### src/rtl/rsh_pkg.sv
package rsh_pkg;
  typedef enum logic [1:0] {
    OP_SHR_REG  = 2'b00,
    OP_SHR_IMM  = 2'b01,
    OP_FUNNEL   = 2'b10,
    OP_SHR_REG2 = 2'b11
  } rsh_op_e;
endpackage

### src/rtl/rsh_amt_sel.sv
module rsh_amt_sel
  import rsh_pkg::*;
#(
  parameter int unsigned W   = 32,
  parameter int unsigned SHW = $clog2(W)
) (
  input  logic [1:0]     op_i,
  input  logic [W-1:0]   amt_reg_i,
  input  logic [SHW-1:0] imm_i,
  output logic [SHW-1:0] amt_o,
  output logic           funnel_o
);
  always_comb begin
    funnel_o = (op_i == OP_FUNNEL);
    amt_o    = (op_i == OP_SHR_IMM) ? imm_i : amt_reg_i[SHW-1:0];
  end
endmodule

### src/rtl/rsh_barrel.sv
module rsh_barrel #(
  parameter int unsigned N   = 65,
  parameter int unsigned SHW = 5
) (
  input  logic [N-1:0]   data_i,
  input  logic [SHW-1:0] amt_i,
  output logic [N-1:0]   data_o
);
  logic [N-1:0] stage [SHW+1];

  assign stage[0] = data_i;

  for (genvar k = 0; k < SHW; k++) begin : g_stage
    assign stage[k+1] = amt_i[k] ? (stage[k] >> (2**k)) : stage[k];
  end

  assign data_o = stage[SHW];
endmodule

### src/rtl/rsh_flags.sv
module rsh_flags #(
  parameter int unsigned W = 32
) (
  input  logic [W-1:0] res_i,
  output logic         zero_o,
  output logic         sign_o
);
  assign zero_o = ~|res_i;
  assign sign_o = res_i[W-1];
endmodule

### src/rtl/rshift_unit.sv
module rshift_unit #(
  parameter int unsigned W = 32
) (
  input  logic         clk_i,
  input  logic         rst_ni,
  input  logic         start_i,
  input  logic [1:0]   op_i,
  input  logic [W-1:0] amt_reg_i,
  input  logic [$clog2(W)-1:0] imm_i,
  input  logic [W-1:0] src_lo_i,
  input  logic [W-1:0] src_hi_i,
  output logic         valid_o,
  output logic [W-1:0] result_o,
  output logic         carry_o,
  output logic         overflow_o,
  output logic         zero_o,
  output logic         sign_o
);
  localparam int unsigned SHW = $clog2(W);
  localparam int unsigned N   = 2 * W + 1;

  logic [SHW-1:0] amt;
  logic           funnel;
  logic [N-1:0]   vec_in, vec_out;
  logic [W-1:0]   res_d;
  logic           zero_d, sign_d;

  rsh_amt_sel #(.W(W), .SHW(SHW)) u_amt (
    .op_i      (op_i),
    .amt_reg_i (amt_reg_i),
    .imm_i     (imm_i),
    .amt_o     (amt),
    .funnel_o  (funnel)
  );

  // guard bit below lsb catches the last bit shifted out
  assign vec_in = {(funnel ? src_hi_i : '0), src_lo_i, 1'b0};

  rsh_barrel #(.N(N), .SHW(SHW)) u_barrel (
    .data_i (vec_in),
    .amt_i  (amt),
    .data_o (vec_out)
  );

  assign res_d = vec_out[W:1];

  rsh_flags #(.W(W)) u_flags (
    .res_i  (res_d),
    .zero_o (zero_d),
    .sign_o (sign_d)
  );

  always_ff @(posedge clk_i or negedge rst_ni) begin
    if (!rst_ni) begin
      valid_o    <= 1'b0;
      result_o   <= '0;
      carry_o    <= 1'b0;
      overflow_o <= 1'b0;
      zero_o     <= 1'b0;
      sign_o     <= 1'b0;
    end else begin
      valid_o <= start_i;
      if (start_i) begin
        result_o   <= res_d;
        carry_o    <= vec_out[0];
        overflow_o <= 1'b0;
        zero_o     <= zero_d;
        sign_o     <= sign_d;
      end
    end
  end
endmodule

### config.mk
export PLATFORM = sky130hd
export DESIGN_NAME = rshift_unit
export DESIGN_NICKNAME = d
export VERILOG_FILES = /design/src/rtl/rsh_pkg.sv /design/src/rtl/rsh_amt_sel.sv /design/src/rtl/rsh_barrel.sv /design/src/rtl/rsh_flags.sv /design/src/rtl/rshift_unit.sv
export SDC_FILE = /design/constraint.sdc
export NUM_CORES = 1
export LEC_CHECK = 0
export BUFFER_PORTS_ARGS = -buffer_cell sky130_fd_sc_hd__buf_2
export CAP_MARGIN = 20
export CELL_PAD_IN_SITES_DETAIL_PLACEMENT = 1
export CELL_PAD_IN_SITES_GLOBAL_PLACEMENT = 2
export CORE_MARGIN = 5
export CORE_UTILIZATION = 30
export DETAILED_ROUTE_END_ITERATION = 12
export PLACE_DENSITY_LB_ADDON = 0.15
export SYNTH_ARGS = -nofsm -noshare
export SYNTH_HDL_FRONTEND = slang
export SYNTH_SLANG_ARGS = --single-unit
### constraint.sdc
create_clock -name clk_i -period 2 [get_ports clk_i]
set_clock_uncertainty 0.05 [all_clocks]
set_input_delay 0.2 -clock clk_i [delete_from_list [all_inputs] [get_ports clk_i]]
set_output_delay 0.2 -clock clk_i [all_outputs]
set_load 0.005 [all_outputs]
# After elaboration in Yosys (flattened, before gate mapping)
# Cells that the tools add are included.
[op_classes]
addsub = 0
multipliers = 0
div = 0
magnitude_cmp = 0
n_eq_ne = 2
shift = 0
n_mux = 7
n_bitwise = 0
reduce_logical = 2
[op_table]
columns = ["operator", "n"]
rows = [
  ["2-to-1 mux 63 bit", 1],
  ["2-to-1 mux 61 bit", 1],
  ["2-to-1 mux 57 bit", 1],
  ["2-to-1 mux 49 bit", 1],
  ["2-to-1 mux 33 bit", 1],
  ["OR reduction 32 bit", 1],
  ["2-to-1 mux 31 bit", 1],
  ["2-to-1 mux 5 bit", 1],
  ["== test 2 x 1 -> 1 bit, second input constant", 1],
  ["== test 2 bit, second input constant", 1],
  ["logical NOT 1 bit", 1],
]
[word_totals]
register_bits = 36
latchBits = 0
ram_bits = 0
mem_bits_ro = 0
in_bits = 106
out_inout_bits = 37
word_cells = 16
mem_count = 0

# Depth between registers and ports, before layout
# Gate-level depths: netlist of the first run.
[depth]
depth_word = 9
ltp_mapped = 13
ltp_nobuf = 9

# Hierarchy
# Synthesis of the first run repeated with hierarchy kept, for this count alone.
[hier_totals]
cells_unflattened = 529
hier_area_um2 = 5466.5
[by_module_without_submodules]
columns = ["mod", "instances", "cells_each", "area_each_um2"]
rows = [
  ["rsh_barrel", 1, 398, 3606.0],
  ["rshift_unit", 1, 112, 1701.6],
  ["rsh_flags", 1, 12, 80.1],
  ["rsh_amt_sel", 1, 7, 78.8],
]

# Worst setup path before layout of the first run
# Ideal clock, no wire load.
[synth_timing]
kind = "input -> register"
from = "input port amt_reg_i[0]"
to = "register zero_o"
setup_time_ns = 0.095
t_arrival_ns = 2.820
required_ns = 1.855
slack_ns = -0.965
cell_stages = 11
path_cell_list = "buf_2 buf_2 buf_1 mux2i_1 nand2_1 a32oi_1 o22ai_1 o32ai_1 o2111ai_1 or4b_1 o32ai_2"
[synth_via]
elab_chain_len = 8
[synth_lines]
columns = ["item", "line_no", "text"]
rows = [
  ["start, declared", "rshift_unit.sv:8", "input logic [W-1:0] amt_reg_i,"],
  ["2-to-1 mux 5 bit", "rsh_amt_sel.sv:15", "amt_o = (op_i == OP_SHR_IMM) ? imm_i : amt_reg_i[SHW-1:0];"],
  ["2-to-1 mux 63 bit", "rsh_barrel.sv:14", "assign stage[k+1] = amt_i[k] ? (stage[k] >> (2**k)) : stage[k];"],
  ["2-to-1 mux 61 bit", "rsh_barrel.sv:14", ""],
  ["2-to-1 mux 57 bit", "rsh_barrel.sv:14", ""],
  ["2-to-1 mux 49 bit", "rsh_barrel.sv:14", ""],
  ["2-to-1 mux 33 bit", "rsh_barrel.sv:14", ""],
  ["OR reduction 32 bit", "rsh_flags.sv:8", "assign zero_o = ~|res_i;"],
  ["logical NOT 1 bit", "rsh_flags.sv:8", ""],
  ["end signal, assigned", "rshift_unit.sv:67", "zero_o <= zero_d;"],
  ["end, declared", "rshift_unit.sv:16", "output logic zero_o,"],
]
# Every way passes these cells.
# A chain may end at the register's enable or synchronous reset.

# Worst setup path after layout of the first run
[layout_timing]
from = "input port op_i[1]"
to = "register zero_o"
[layout_via]
elab_chain_len = 9
elab_cells_between_ends = 11
[layout_lines]
columns = ["item", "line_no", "text"]
rows = [
  ["start, declared", "rshift_unit.sv:7", "input logic [1:0] op_i,"],
  ["== test 2 x 1 -> 1 bit or == test 2 bit (tied branches)", "rsh_amt_sel.sv:15, rsh_amt_sel.sv:14", ""],
  ["2-to-1 mux 5 bit or 2-to-1 mux 31 bit (tied branches)", "rsh_amt_sel.sv:15, rshift_unit.sv:37", ""],
  ["2-to-1 mux 63 bit", "rsh_barrel.sv:14", ""],
  ["2-to-1 mux 61 bit", "rsh_barrel.sv:14", ""],
  ["2-to-1 mux 57 bit", "rsh_barrel.sv:14", ""],
  ["2-to-1 mux 49 bit", "rsh_barrel.sv:14", ""],
  ["2-to-1 mux 33 bit *", "rsh_barrel.sv:14", ""],
  ["OR reduction 32 bit *", "rsh_flags.sv:8", ""],
  ["logical NOT 1 bit *", "rsh_flags.sv:8", ""],
]
# Every way passes the cells marked *; elsewhere a longest branch is shown, timed or not.

==> flow_summary.rst, run 1 <==
.. list-table::
   :header-rows: 1

   * - Metric
     - Value
   * - Setup Total Neg Slack
     - -14.03 ns
   * - Pin count of the biggest net entering global routing
     - 45
   * - Dominant register cell in the synthesized netlist
     - sky130_fd_sc_hd__dfrtp_1
   * - Cell types with the largest area share after synthesis
     - sky130_fd_sc_hd__dfrtp_1 (17%), sky130_fd_sc_hd__mux2i_1 (9.3%), sky130_fd_sc_hd__mux4_2 (6.9%)
   * - Final Max Tran Viols
     - 0
   * - Final worst-path cycle share
     - 1.501
   * - # IOs
     - 143
   * - Total overflow reported by the global router
     - 0
   * - Startpoint Class
     - input pin
   * - Fin nets
     - ~1,100
   * - Area of the core region
     - about 17,000 um2
   * - Final setup slack of the worst path
     - -1.003 ns
   * - Maximum operating frequency
     - between 0.3 and 0.4 GHz
   * - Highest ir drop seen on vdd
     - roughly 390 uV
   * - Clock Pin Slew Worst Setup and Hold Paths
     - 0.06 ns
   * - Antenna-violating nets left
     - 0
   * - Arr. time, crit path
     - between 3 and 4 ns
   * - Avg Vias per Cell
     - between 5 and 6
   * - Area enclosed by the die boundary
     - between 20,000 and 25,000 um2
   * - Fraction of registers with async set or reset after synthesis
     - 1.000
   * - Worst-path maximum fanout
     - 9
   * - Post-Synthesis Cell Area
     - a little over 5000 um2
   * - Vertical die dimension
     - 141.5 um
   * - Worst slew margin relative to its limit
     - 0.4606
   * - Buffer type at the clock tree root
     - sky130_fd_sc_hd__clkbuf_16
   * - Post-detail-place hpwl
     - 22,990 um
   * - Net Count, Synth
     - 740
   * - Most repeated cell in the gate-level netlist after synthesis
     - sky130_fd_sc_hd__nor2_1
   * - Final worst path period need
     - 3.003 ns
   * - Commonest cells in the netlist
     - sky130_fd_sc_hd__nor2_1 (56), sky130_fd_sc_hd__nand2_1 (53), sky130_fd_sc_hd__mux2i_1 (48), sky130_fd_sc_hd__o211ai_1 (39), sky130_fd_sc_hd__dfrtp_1 (35)
   * - Port Buf Inserts
     - ~110
   * - Endpoint kind of the worst setup timing path
     - register
   * - Post-synthesis cell type with the largest combined area
     - sky130_fd_sc_hd__dfrtp_1
   * - Maximum clock path buffer count
     - 2
   * - Overall via count from detail_route
     - 7,366
   * - Count of standard-cell rows
     - 48
   * - Tightest Hold Check Type
     - in -> reg
   * - Leak Pwr
     - around 0.0044 uW
   * - Mapped Cells
     - between 600 and 700
   * - Unrepaired setup endpoints after global routing
     - true
   * - Clock sink count
     - 35
   * - Layout Area Growth over Synthesis
     - 92.81%
   * - Total Routing Usage GR
     - 0.2821
   * - Fill cell count
     - slightly below 2,000
   * - Clock network latency to the later pin of the worst-skew pair
     - between 0.2 and 0.3 ns
   * - Wire length of the first global-routing pass
     - roughly 45,000 um
   * - DRC violation total after the first TritonRoute iteration
     - between 500 and 600
   * - Final hold vios
     - 0
   * - Dpl ws
     - -1.432 ns
   * - Starting Density
     - 0.3029
   * - Antenna Diode Count
     - 0
   * - Fraction of layout instances using a drive strength above 1
     - 0.6477
   * - Number of enable-type register cells in the synthesized netlist
     - 0
   * - #FFs+latches synth
     - 35
   * - Number of maximum-capacitance constraint violations
     - 0
   * - Number of antenna violations at the first check in global routing
     - 0
   * - Status
     - complete, but fails checks
   * - Residual DRC
     - 0
   * - Global placement routability congestion
     - slightly above 0.9
   * - Total power divided by cell area
     - approximately 530 nW/um2
   * - Area share of the largest cell type after synthesis
     - 0.1689
   * - Via count of the first global-routing pass
     - 7,653
   * - Routed length per placed instance
     - about 25 um
   * - Data required time of the worst path
     - about 2.1 ns
   * - Die width
     - ~140 um
   * - Routed Wire Length
     - roughly 31,000 um
   * - Final setup violation count
     - 34
   * - Maximum level of the CTS H-tree
     - 2
   * - First-pass detailed-route iteration total
     - 6
   * - Critical setup path kind
     - in -> reg
   * - TritonCTS clock tree
     - done
   * - Syn. warnings
     - 0
   * - Violations in the final reports
     - setup timing
   * - Average size of a mapped cell
     - between 8 and 9 um2
   * - Design Power
     - around 5300 uW
   * - CTS buffer count
     - 5
   * - Worst-margin pin slew
     - ~0.8 ns
   * - Share of the yosys chip area belonging to registers
     - 0.1689
   * - Number of distinct standard cells referenced by the synthesized netlist
     - 77
-- through the flow --
| stage | utilization | hold slack [ns] | std cells | area, um2 |
|---|---|---|---|---|
| after floorplan | - | -0.1456 | 634 | 5399 |
| final | 0.5841 | 0.3811 | 1264 | 9997 |
| after CTS | 0.5172 | 0.3520 | 1223 | 8852 |
| after global placement | 0.4638 | 0.2482 | 1186 | 7939 |
| after detailed placement | 0.4638 | 0.2904 | 1186 | 7939 |
| after global routing | 0.5841 | 0.3953 | 1264 | 9997 |
-- flip-flops by register name (all words and copies together), names as in the netlist --
name,flops
valid_o,1
result_o,32
carry_o,1
zero_o,1
-- worst max-delay path, stage by stage --
cell and delay, ns:
sky130_fd_sc_hd__buf_8 0.10, sky130_fd_sc_hd__buf_6 0.12, sky130_fd_sc_hd__nand3b_1 0.27, sky130_fd_sc_hd__buf_6 0.22, sky130_fd_sc_hd__o211ai_1 0.19, sky130_fd_sc_hd__nand2_1 0.14
sky130_fd_sc_hd__mux4_2 0.58, sky130_fd_sc_hd__a222oi_1 0.46, sky130_fd_sc_hd__o211a_1 0.28, sky130_fd_sc_hd__nor2b_1 0.18, sky130_fd_sc_hd__nand4_1 0.14, sky130_fd_sc_hd__o32ai_2 0.27
-- cell families (layout without fill, tap and decap cells) --
logic type,count (synthesis),after routing,synth area share
buf+inv,75,480,0.07505
flops,35,35,0.1689
mux,94,94,0.2295
simple gates,190,190,0.1723
other cells,1,1,0.0007232
compound gates,239,239,0.3535
-- final timing paths --
path | endpoint | depth (start not counted) | slack [ns] | startpoint
hold reg to reg | result_o[21] | 2 | 0.43 | result_o[21]
hold / removal | valid_o | 2 | 0.38 | start_i
setup reg to reg | result_o[22] | 1 | 1.16 | result_o[22]
max in group asynchronous | result_o[28] | 2 | 0.89 | rst_ni
setup / recovery | zero_o | 12 | -1.00 | op_i[1]
min in group asynchronous | valid_o | 2 | 0.49 | rst_ni
-- layout by cell type (no fill, tap or decap), drive strengths merged, types with 10 or more instances in the layout --
cell,instances
nor2,57
inv,10
a31oi,10
a21oi,35
o211ai,44
and3,12
nand3,28
mux2,27
mux2i,51
dfrtp,35
a211oi,22
mux4,16
nand2,54
buf,459
o21ai,22
-- layout make-up --
class                           instances  area, um2  share of cell area
Multi-Input combinational cell        524       5017              0.5019
Timing Repair Buffer                  461       3585              0.3586
Sequential cell                        35      875.8             0.08761
Tap cell                              225      281.5             0.02816
Clock buffer                            5      125.1             0.01252
Clock inverter                          3      67.56            0.006758
Inverter                               11      45.04            0.004506
-- layer usage --
layer | vias to the layer above | track usage | routed length, um
met3 | 71 | 0.04044 | 1275
met2 | 226 | 0.4961 | 15860
met4 | 0 | 0.08990 | 1107
met1 | 3740 | 0.3564 | 12950
met5 | - | 0 | 0
li1 | 3329 | - | -
-- report_power, final --
group | internal, uW | total [uW] | switching [uW]
clock network | 714 | 1030 | 312
logic | 1730 | 3430 | 1700
registers | 826 | 887 | 61.6
total | 3270 | 5340 | 2080
-- repair_timing --
| action | in CTS | in global routing |
|---|---|---|
| resized for setup | 102 | 172 |
| hold endpoints to repair | 35 | 0 |
| gates cloned | 0 | 2 |
| buffers inserted | 31 | 50 |
| pin swaps | 20 | 53 |
| hold buffers | 1 | 0 |
| endpoints found under the setup margin | 34 | 34 |
Note: power is estimated with default switching activity, not from simulation.
==> inputs of run 2 (changes only) <==
- ABC_AREA: not set -> 1
- CORE_UTILIZATION: 30 -> 28
==> run 2 against run 1 <==
Net effect:
- the flow now finishes without violations
- non-clock buffer count fell by 222
- clock power is 28% lower
- global-route usage fell by 5.3 points
- total power is 20% lower
- final cell count is 2.2% higher
- critical path depth is 4 higher
==> flow_summary.rst, run 2 <==
.. list-table::
   :header-rows: 1

   * - Metric
     - Value
   * - Endpoint kind of the worst setup timing path
     - register (unchanged)
   * - Commonest cells after routing, fill and taps aside
     - sky130_fd_sc_hd__nand3_1 (280), sky130_fd_sc_hd__nand2_1 (257), sky130_fd_sc_hd__buf_2 (111) (was sky130_fd_sc_hd__buf_4 (281), sky130_fd_sc_hd__buf_2 (110), sky130_fd_sc_hd__buf_6 (49))
   * - Post-Synthesis Cell Area
     - 4783 um2 (was 5185 um2)
   * - Average size of a mapped cell
     - 5.369 um2 (was 8.178 um2)
   * - Worst-margin pin slew
     - 0.7936 ns (was 0.8091 ns)
   * - Cell seen most often among critical-path stages
     - sky130_fd_sc_hd__buf_4 (was sky130_fd_sc_hd__buf_6)
   * - Share of the yosys chip area belonging to registers
     - 0.1831 (was 0.1689)
   * - Final Max Tran Viols
     - 0 (unchanged)
   * - Maximum operating frequency
     - 0.5092 GHz (was 0.3330 GHz)
   * - Gate power share
     - 0.617 (was 0.642)
   * - Mapped Cells
     - 891 (was 634)
   * - Internal power
     - 2397 uW (was 3267 uW)
   * - Maximum clock path buffer count
     - 2 (unchanged)
   * - Maximum level of the CTS H-tree
     - 2 (unchanged)
   * - DRC violation total after the first TritonRoute iteration
     - 594 (was 504)
   * - # IOs
     - 143 (unchanged)
   * - Post-synthesis cell type with the largest combined area
     - sky130_fd_sc_hd__nand3_1 (was sky130_fd_sc_hd__dfrtp_1)
   * - Part of the power in the clock network
     - 0.174 (was 0.192)
   * - Register with the highest flop count
     - result_o (unchanged)
   * - Data required time of the worst path
     - 2.15 ns (was 2.14 ns)
   * - Avg Vias per Cell
     - 5.459 (was 5.828)
   * - Starting Density
     - 0.2864 (was 0.3029)
   * - Startpoint of the most critical register-to-register path
     - result_o[3] (was result_o[22])
   * - Clock network latency to the later pin of the worst-skew pair
     - 0.28 ns (about the same)
   * - Power share of the sequential group
     - 0.209 (was 0.166)
   * - TritonCTS clock tree
     - done (unchanged)
   * - WP depth
     - 16 (was 12)
   * - Fraction of layout instances using a drive strength above 1
     - 0.3647 (was 0.6477)
   * - Cell types with the largest area share after synthesis
     - sky130_fd_sc_hd__nand3_1 (40%), sky130_fd_sc_hd__nand2_1 (23%), sky130_fd_sc_hd__dfrtp_1 (18%) (was sky130_fd_sc_hd__dfrtp_1 (17%), sky130_fd_sc_hd__mux2i_1 (9.3%), sky130_fd_sc_hd__mux4_2 (6.9%))
   * - Number of cells on the worst reg-to-reg path
     - 2 (was 1)
   * - Routed length per placed instance
     - 19.30 um (was 24.68 um)
   * - Net switching power figure
     - 1871 uW (was 2076 uW)
   * - Clock Pin Slew Worst Setup and Hold Paths
     - 0.05 ns (was 0.06 ns)
   * - Total power divided by cell area
     - 567.9 nW/um2 (was 534.4 nW/um2)
   * - Setup crit end
     - result_o[24] (was zero_o)
   * - Tightest Hold Check Type
     - in -> reg (unchanged)
   * - Post-detailed-placement cell area
     - 6227 um2 (was 7939 um2)
   * - Final worst path period need
     - 1.964 ns (was 3.003 ns)
   * - Kind of cell adding the most delay to the critical path
     - buffers and inverters (was compound AO/OA/AOI/OAI gates)
   * - Critical Path Slowest Stage Cell
     - sky130_fd_sc_hd__buf_12 (was sky130_fd_sc_hd__mux4_2)
   * - Antenna Diode Count
     - 0 (unchanged)
   * - Most common library cell in the layout ignoring fill and taps
     - sky130_fd_sc_hd__nand3_1 (was sky130_fd_sc_hd__buf_4)
   * - Critical setup path kind
     - in -> reg (unchanged)
   * - Overall via count from detail_route
     - 7,053 (was 7,366)
   * - Switching share of power
     - 0.4384 (was 0.3885)
   * - #FFs+latches synth
     - 35 (unchanged)
   * - Area of the core region
     - 16,700 um2 (was 17,120 um2)
   * - Number of antenna violations at the first check in global routing
     - 0 (unchanged)
   * - Syn. warnings
     - 0 (unchanged)
   * - Max FFs per register
     - 32 (unchanged)
   * - First-pass detailed-route iteration total
     - 5 (was 6)
   * - WHS Path Cells
     - 1 (was 2)
   * - Number of enable-type register cells in the synthesized netlist
     - 0 (unchanged)
   * - Final setup violation count
     - 0 (was 34)
   * - Final worst-path cycle share
     - 0.9819 (was 1.501)
   * - Total Routing Usage GR
     - 0.2292 (was 0.2821)
   * - Dpl ws
     - -0.5395 ns (was -1.432 ns)
   * - Post-detail-place hpwl
     - 18,470 um (was 22,990 um)
   * - Buffer type at the clock tree root
     - sky130_fd_sc_hd__clkbuf_16 (unchanged)
   * - Total overflow reported by the global router
     - 0 (unchanged)
   * - Global placement routability congestion
     - 0.8607 (was 0.9133)
   * - Worst-path maximum fanout
     - 8 (was 9)
   * - Layout Cell Area excl Fill
     - 7515 um2 (was 9997 um2)
   * - Layout Area Growth over Synthesis
     - 57.10% (was 92.81%)
   * - CP Buf/Inv Count
     - 8 (was 3)
   * - Most repeated cell in the gate-level netlist after synthesis
     - sky130_fd_sc_hd__nand3_1 (was sky130_fd_sc_hd__nor2_1)
   * - Fraction of registers with async set or reset after synthesis
     - 1.000 (unchanged)
   * - Highest ir drop seen on vdd
     - 378.3 uV (was 385.9 uV)
   * - Ordered cell list for the critical path
     - buf_4 -> inv_8 -> nand2_8 -> buf_6 -> o21ai_4 -> buf_12 -> buf_12 -> clkbuf_16 -> nand3_1 -> nand2_2 -> nand2_1 -> nand3_1 -> nand2_1 -> buf_4 -> buf_4 -> o21ai_0 (was buf_8 -> buf_6 -> nand3b_1 -> buf_6 -> o211ai_1 -> nand2_1 -> mux4_2 -> a222oi_1 -> o211a_1 -> nor2b_1 -> nand4_1 -> o32ai_2)
   * - Worst slew margin relative to its limit
     - 0.4709 (was 0.4606)
   * - Dominant register cell in the synthesized netlist
     - sky130_fd_sc_hd__dfrtp_1 (unchanged)
   * - Register-to-register setup slack
     - 1.29 ns (was 1.16 ns)
   * - Wire length of the first global-routing pass
     - 37,030 um (was 44,620 um)
   * - Status
     - finished clean (was complete, but fails checks)
   * - Number of maximum-capacitance constraint violations
     - 0 (unchanged)
   * - Leak Pwr
     - 0.003866 uW (was 0.004391 uW)
   * - Destination of the worst register-to-register timing path
     - result_o[3] (was result_o[22])
   * - Arr. time, crit path
     - 2.11 ns (was 3.14 ns)
   * - Via count of the first global-routing pass
     - 6,894 (was 7,653)
   * - Startpoint of the worst setup timing path
     - op_i[1] (unchanged)
   * - Port Buf Inserts
     - 113 (unchanged)
   * - Number of distinct standard cells referenced by the synthesized netlist
     - 25 (was 77)
   * - Clock sink count
     - 35 (unchanged)
   * - Startpoint Class
     - input pin (unchanged)
   * - Count of standard-cell rows
     - 47 (was 48)
   * - CTS buffer count
     - 5 (unchanged)
   * - Final setup slack of the worst path
     - 0.03616 ns (was -1.003 ns)
   * - Slowest Stage Delay on Critical Path
     - 0.18 ns (was 0.58 ns)
   * - Net Count, Synth
     - 997 (was 740)
   * - Area share of the largest cell type after synthesis
     - 0.3965 (was 0.1689)
   * - Unrepaired setup endpoints after global routing
     - true (unchanged)
   * - Final hold vios
     - 0 (unchanged)
   * - Antenna-violating nets left
     - 0 (unchanged)
   * - Pin count of the biggest net entering global routing
     - 43 (was 45)
   * - Vertical die dimension
     - 140.7 um (was 141.5 um)
   * - Area enclosed by the die boundary
     - 19,800 um2 (was 20,010 um2)
   * - Fin nets
     - 1,177 (was 1,144)
   * - Residual DRC
     - 0 (unchanged)
   * - Routed Wire Length
     - 24,940 um (was 31,190 um)
   * - Commonest cells in the netlist
     - sky130_fd_sc_hd__nand3_1 (379), sky130_fd_sc_hd__nand2_1 (287), sky130_fd_sc_hd__inv_1 (38), sky130_fd_sc_hd__dfrtp_1 (35), sky130_fd_sc_hd__o21ai_0 (28) (was sky130_fd_sc_hd__nor2_1 (56), sky130_fd_sc_hd__nand2_1 (53), sky130_fd_sc_hd__mux2i_1 (48), sky130_fd_sc_hd__o211ai_1 (39), sky130_fd_sc_hd__dfrtp_1 (35))
   * - Die width
     - 140.7 um (was 141.5 um)
run 2: cell types whose count changed after synthesis, sizes merged, moves of 32 or more:
cell    previous run  this run
nor2              57        20
a21oi             35         2
o211ai            44         2
mux2i             51         0
nand2             54       293
inv               10        42
nand3             28       380
run 2: layer usage:
layer,vias to the layer above,wire [um],track usage,share of wire
met5,-,0,0,0
li1,3404,-,-,-
met4,0,580,0.03366,0.023
met3,52,1275,0.02066,0.051
met2,216,12020,0.4002,0.48
met1,3381,11060,0.3146,0.44
run 2: cell families (layout without fill, tap and decap cells):
| kind of cell | Yosys count | after routing | share of synthesized area |
|---|---|---|---|
| and+or+nand+nor | 703 | 703 | 0.6626 |
| buffers and inverters | 109 | 290 | 0.1038 |
| AOI/OAI and AO/OA | 43 | 43 | 0.04970 |
| other | 1 | 1 | 0.0007840 |
| DFF | 35 | 35 | 0.1831 |
run 2: per-stage QoR:
stage	std cells	TNS (ns)	util	hold WS, ns	power, uW
2_1_floorplan	891	0	-	-0.1456	2056
3_3_place_gp	1253	-10.46	0.3729	0.2790	3053
3_5_place_dp	1253	-11.82	0.3729	0.2836	3076
4_1_cts	1266	0	0.3936	0.1485	3926
5_1_grt	1292	-0.1455	0.4500	0.1707	4579
6_report	1292	0	0.4500	0.1536	4268
run 2: worst min path at each step:
stage,start,end,slack (ns)
final,start_i,valid_o,0.15
after global routing,start_i,valid_o,0.17
after CTS,start_i,valid_o,0.15
after detailed placement,rst_ni,result_o[1],0.28
after global placement,rst_ni,result_o[1],0.28
after floorplan,rst_ni,carry_o,-0.15
run 2: area by class of cell:
type	count	area (um2)
clock buffer	7	132.6
clock inverter	1	5.005
fill	2249	9186
inverter	43	186.4
multi-input combinational	747	4068
sequential	35	875.8
tap	220	275.3
timing repair buffer	239	1972
run 2: power by group through the flow:
stage          Combinational, uW  Clock (uW)  Sequential (uW)
2_1_floorplan               1140           0              912
3_3_place_gp                2150           0              903
3_5_place_dp                2170           0              907
4_1_cts                     2270         765              895
5_1_grt                     2860         810              909
6_report                    2630         742              892
run 2: repair_timing:
item / in CTS / in global routing
setup endpoints to repair: 26 / 20
gates resized for setup: 28 / 139
hold buffers: 1 / 0
hold endpoints to repair: 35 / 0
gates cloned: 2 / 9
pin swaps: 4 / 24
setup buffers: 2 / 17
==> inputs of run 3 (changes only) <==
- CORE_UTILIZATION: 28 -> 26
- clock period: 2 -> 2.25 ns (I/O delays scaled with it)
==> run 3 against run 2 <==
Net effect:
- the flow now finishes with violations (hold timing)
- register-to-register slack improved by 0.24 ns
- cell area decreased by 13%
- count of clock-buffer cells in the layout unchanged
- via count decreased by 6.6%
- die area increased by 7.1%
- total power decreased by 20%
- sequential power decreased by 11%
- first-iteration DRC count decreased by 40%
- critical endpoint is now zero_o
- largest power group unchanged
==> flow_summary.rst, run 3 (synthesis gave the netlist of run 2 again) <==
.. list-table::
   :header-rows: 1

   * - Metric
     - Value
   * - Status
     - complete, but fails checks (was finished clean)
   * - Violations in the final reports
     - hold timing
   * - Clock Pin Slew Worst Setup and Hold Paths
     - 0.05 ns (about the same)
   * - Maximum operating frequency
     - slightly below 0.5 GHz
   * - Routed length per placed instance
     - 18.26 um (was 19.30 um)
   * - CTS buffer count
     - 5 (unchanged)
   * - Via count of the first global-routing pass
     - 6,644 (was 6,894)
   * - # IOs
     - 143 (unchanged)
   * - Global placement routability congestion
     - 0.8647 (was 0.8607)
   * - Endpoint kind of the worst setup timing path
     - register (unchanged)
   * - CTS Hold Bufs
     - 0 (was 1)
   * - Final worst path period need
     - 2.071 ns
   * - Final worst-path cycle share
     - 0.9206
   * - Internal power
     - 1955 uW (was 2397 uW)
   * - GR Layer Usage met2
     - 0.3600 (was 0.4002)
   * - Startpoint Class
     - input pin (unchanged)
   * - Number of maximum-capacitance constraint violations
     - 0 (unchanged)
   * - Tightest Hold Check Type
     - in -> async (was in -> reg)
   * - Layout Area Growth over Synthesis
     - 36.52% (was 57.10%)
   * - Maximum clock path buffer count
     - 2 (unchanged)
   * - Setup Total Neg Slack
     - 0 ns (unchanged)
   * - TritonCTS clock tree
     - done (unchanged)
   * - Buffer type at the clock tree root
     - sky130_fd_sc_hd__clkbuf_16 (unchanged)
   * - Fill cell count
     - 2,486 (was 2,249)
   * - Commonest cells after routing, fill and taps aside
     - sky130_fd_sc_hd__nand3_1 (373), sky130_fd_sc_hd__nand2_1 (280), sky130_fd_sc_hd__buf_2 (113) (was sky130_fd_sc_hd__nand3_1 (280), sky130_fd_sc_hd__nand2_1 (257), sky130_fd_sc_hd__buf_2 (111))
   * - Worst-path maximum fanout
     - 22 (was 8)
   * - First-pass detailed-route iteration total
     - 5 (unchanged)
   * - DRC violation total after the first TritonRoute iteration
     - 358 (was 594)
   * - Dpl ws
     - -0.09765 ns (was -0.5395 ns)
   * - Clock sink count
     - 35 (unchanged)
   * - Total overflow reported by the global router
     - 0 (unchanged)
   * - Starting Density
     - 0.2654 (was 0.2864)
   * - Max FFs per register
     - 32 (unchanged)
   * - Final setup violation count
     - 0 (unchanged)
   * - Area of the core region
     - 18,020 um2 (was 16,700 um2)
   * - Antenna-violating nets left
     - 0 (unchanged)
   * - Switching share of power
     - 0.4311 (was 0.4384)
   * - Power share of the sequential group
     - 0.230 (was 0.209)
   * - Design Power
     - 3435 uW (was 4268 uW)
   * - Pin count of the biggest net entering global routing
     - 58 (was 43)
   * - Residual DRC
     - 0 (unchanged)
   * - Data required time of the worst path
     - 2.42 ns (was 2.15 ns)
   * - Arr. time, crit path
     - 2.24 ns (was 2.11 ns)
   * - Met3 capacity usage during global routing
     - 0.02460 (was 0.02066)
   * - Critical setup path kind
     - in -> reg (unchanged)
   * - Worst-case hold slack
     - -0.01885 ns (was 0.1536 ns)
   * - Wire length of the first global-routing pass
     - 36,350 um (was 37,030 um)
   * - Highest ir drop seen on vdd
     - 368.4 uV (was 378.3 uV)
   * - Number of antenna violations at the first check in global routing
     - 0 (unchanged)
   * - Met1 global-route usage
     - 0.2852 (was 0.3146)
   * - Avg Vias per Cell
     - 5.200 (was 5.459)
   * - Final hold vios
     - 17 (was 0)
   * - Clock network latency to the later pin of the worst-skew pair
     - 0.28 ns (about the same)
   * - Antenna Diode Count
     - 0 (unchanged)
   * - Port Buf Inserts
     - 113 (unchanged)
   * - Fraction of layout instances using a drive strength above 1
     - 0.2312 (was 0.3647)
   * - Die width
     - 145.6 um (was 140.7 um)
   * - Part of the power in the clock network
     - 0.192 (was 0.174)
   * - Fin nets
     - 1,143 (was 1,177)
   * - Worst-margin pin slew
     - 0.8107 ns (was 0.7936 ns)
   * - Post-detail-place hpwl
     - 18,130 um (was 18,470 um)
   * - Count of standard-cell rows
     - 49 (was 47)
   * - Layout Cell Area excl Fill
     - 6530 um2 (was 7515 um2)
   * - Routed Wire Length
     - 23,130 um (was 24,940 um)
   * - Overall via count from detail_route
     - 6,589 (was 7,053)
   * - Register with the highest flop count
     - result_o (unchanged)
   * - Final setup slack of the worst path
     - 0.1787 ns (was 0.03616 ns)
   * - Leak Pwr
     - 0.003443 uW (was 0.003866 uW)
   * - Vertical die dimension
     - 145.6 um (was 140.7 um)
   * - Most common library cell in the layout ignoring fill and taps
     - sky130_fd_sc_hd__nand3_1 (unchanged)
   * - Net switching power figure
     - 1481 uW (was 1871 uW)
   * - Worst slew margin relative to its limit
     - 0.4595 (was 0.4709)
   * - Maximum level of the CTS H-tree
     - 2 (unchanged)
   * - Area enclosed by the die boundary
     - 21,210 um2 (was 19,800 um2)
   * - Total Routing Usage GR
     - 0.2084 (was 0.2292)
   * - Post-detailed-placement cell area
     - 6216 um2 (was 6227 um2)
   * - Busiest metal layer after global routing
     - met2 (unchanged)
   * - Total power divided by cell area
     - 526.1 nW/um2 (was 567.9 nW/um2)
   * - Gate power share
     - 0.578 (was 0.617)
   * - Final Max Tran Viols
     - 0 (unchanged)
run 3: cell types whose count changed in the layout (fill, tap and decap cells not counted), moves of 4 or more:
cell                        delta
sky130_fd_sc_hd__buf_4        -23
sky130_fd_sc_hd__buf_6         -4
sky130_fd_sc_hd__clkbuf_16     -4
sky130_fd_sc_hd__nand2_1      +23
sky130_fd_sc_hd__nand2_2      -23
sky130_fd_sc_hd__nand3_1      +93
sky130_fd_sc_hd__nand3_2      -91
run 3: worst paths after layout:
path,startpoint,endpoint,slack (ns),cells past startpoint
min in group clk_i,start_i,valid_o,0.18,1
hold reg to reg,result_o[0],result_o[0],0.42,2
hold / removal,rst_ni,result_o[4],-0.02,1
setup / recovery,op_i[1],zero_o,0.18,18
setup reg to reg,result_o[20],result_o[20],1.53,2
max in group asynchronous,rst_ni,result_o[26],1.65,1
run 3: metrics by stage:
step           utilization  std cells
4_1_cts             0.3525       1262
6_report            0.3623       1267
3_3_place_gp        0.3449       1254
3_5_place_dp        0.3449       1254
2_1_floorplan            -        891
5_1_grt             0.3623       1267
run 3: what timing repair did:
item,in CTS,in global routing
resized for setup,0,18
buffers inserted,0,1
endpoints found under the setup margin,0,1
run 3: layer usage:
layer,vias up,part of all wire
li1,3327,-
met1,3109,0.47
met2,139,0.49
met3,14,0.039
met4,0,0.010
met5,-,0
run 3: cell type report:
type,instances,area [um2],area share
multi-input cells,747,3502,0.5363
repair buffers,205,1564,0.2395
flip-flops and latches,35,875.8,0.1341
well taps,229,286.5,0.04388
inverters,43,163.9,0.02510
clock buffers,7,132.6,0.02031
clock inverters,1,5.005,0.0007664
run 3: power by group through the flow:
stage / logic, uW / clock network (uW) / registers [uW]
6_report: 1980 / 660 / 791
5_1_grt: 2210 / 704 / 804
4_1_cts: 1930 / 684 / 794
3_5_place_dp: 1920 / 0 / 805
3_3_place_gp: 1900 / 0 / 805
2_1_floorplan: 1020 / 0 / 810
run 3: critical path, cell delays in order:
cell,delay [ns]
sky130_fd_sc_hd__buf_2,0.11
sky130_fd_sc_hd__inv_2,0.09
sky130_fd_sc_hd__buf_12,0.11
sky130_fd_sc_hd__nand3_1,0.10
sky130_fd_sc_hd__nand2_4,0.16
sky130_fd_sc_hd__inv_4,0.10
sky130_fd_sc_hd__buf_12,0.17
sky130_fd_sc_hd__nand3_1,0.10
sky130_fd_sc_hd__nand3_1,0.16
sky130_fd_sc_hd__nand3_1,0.15
sky130_fd_sc_hd__nand3_1,0.15
sky130_fd_sc_hd__nand2_2,0.14
sky130_fd_sc_hd__nand2_1,0.06
sky130_fd_sc_hd__nor2_1,0.14
sky130_fd_sc_hd__nand2_1,0.07
sky130_fd_sc_hd__nor2_1,0.10
sky130_fd_sc_hd__nand2_1,0.06
sky130_fd_sc_hd__nand2_1,0.05
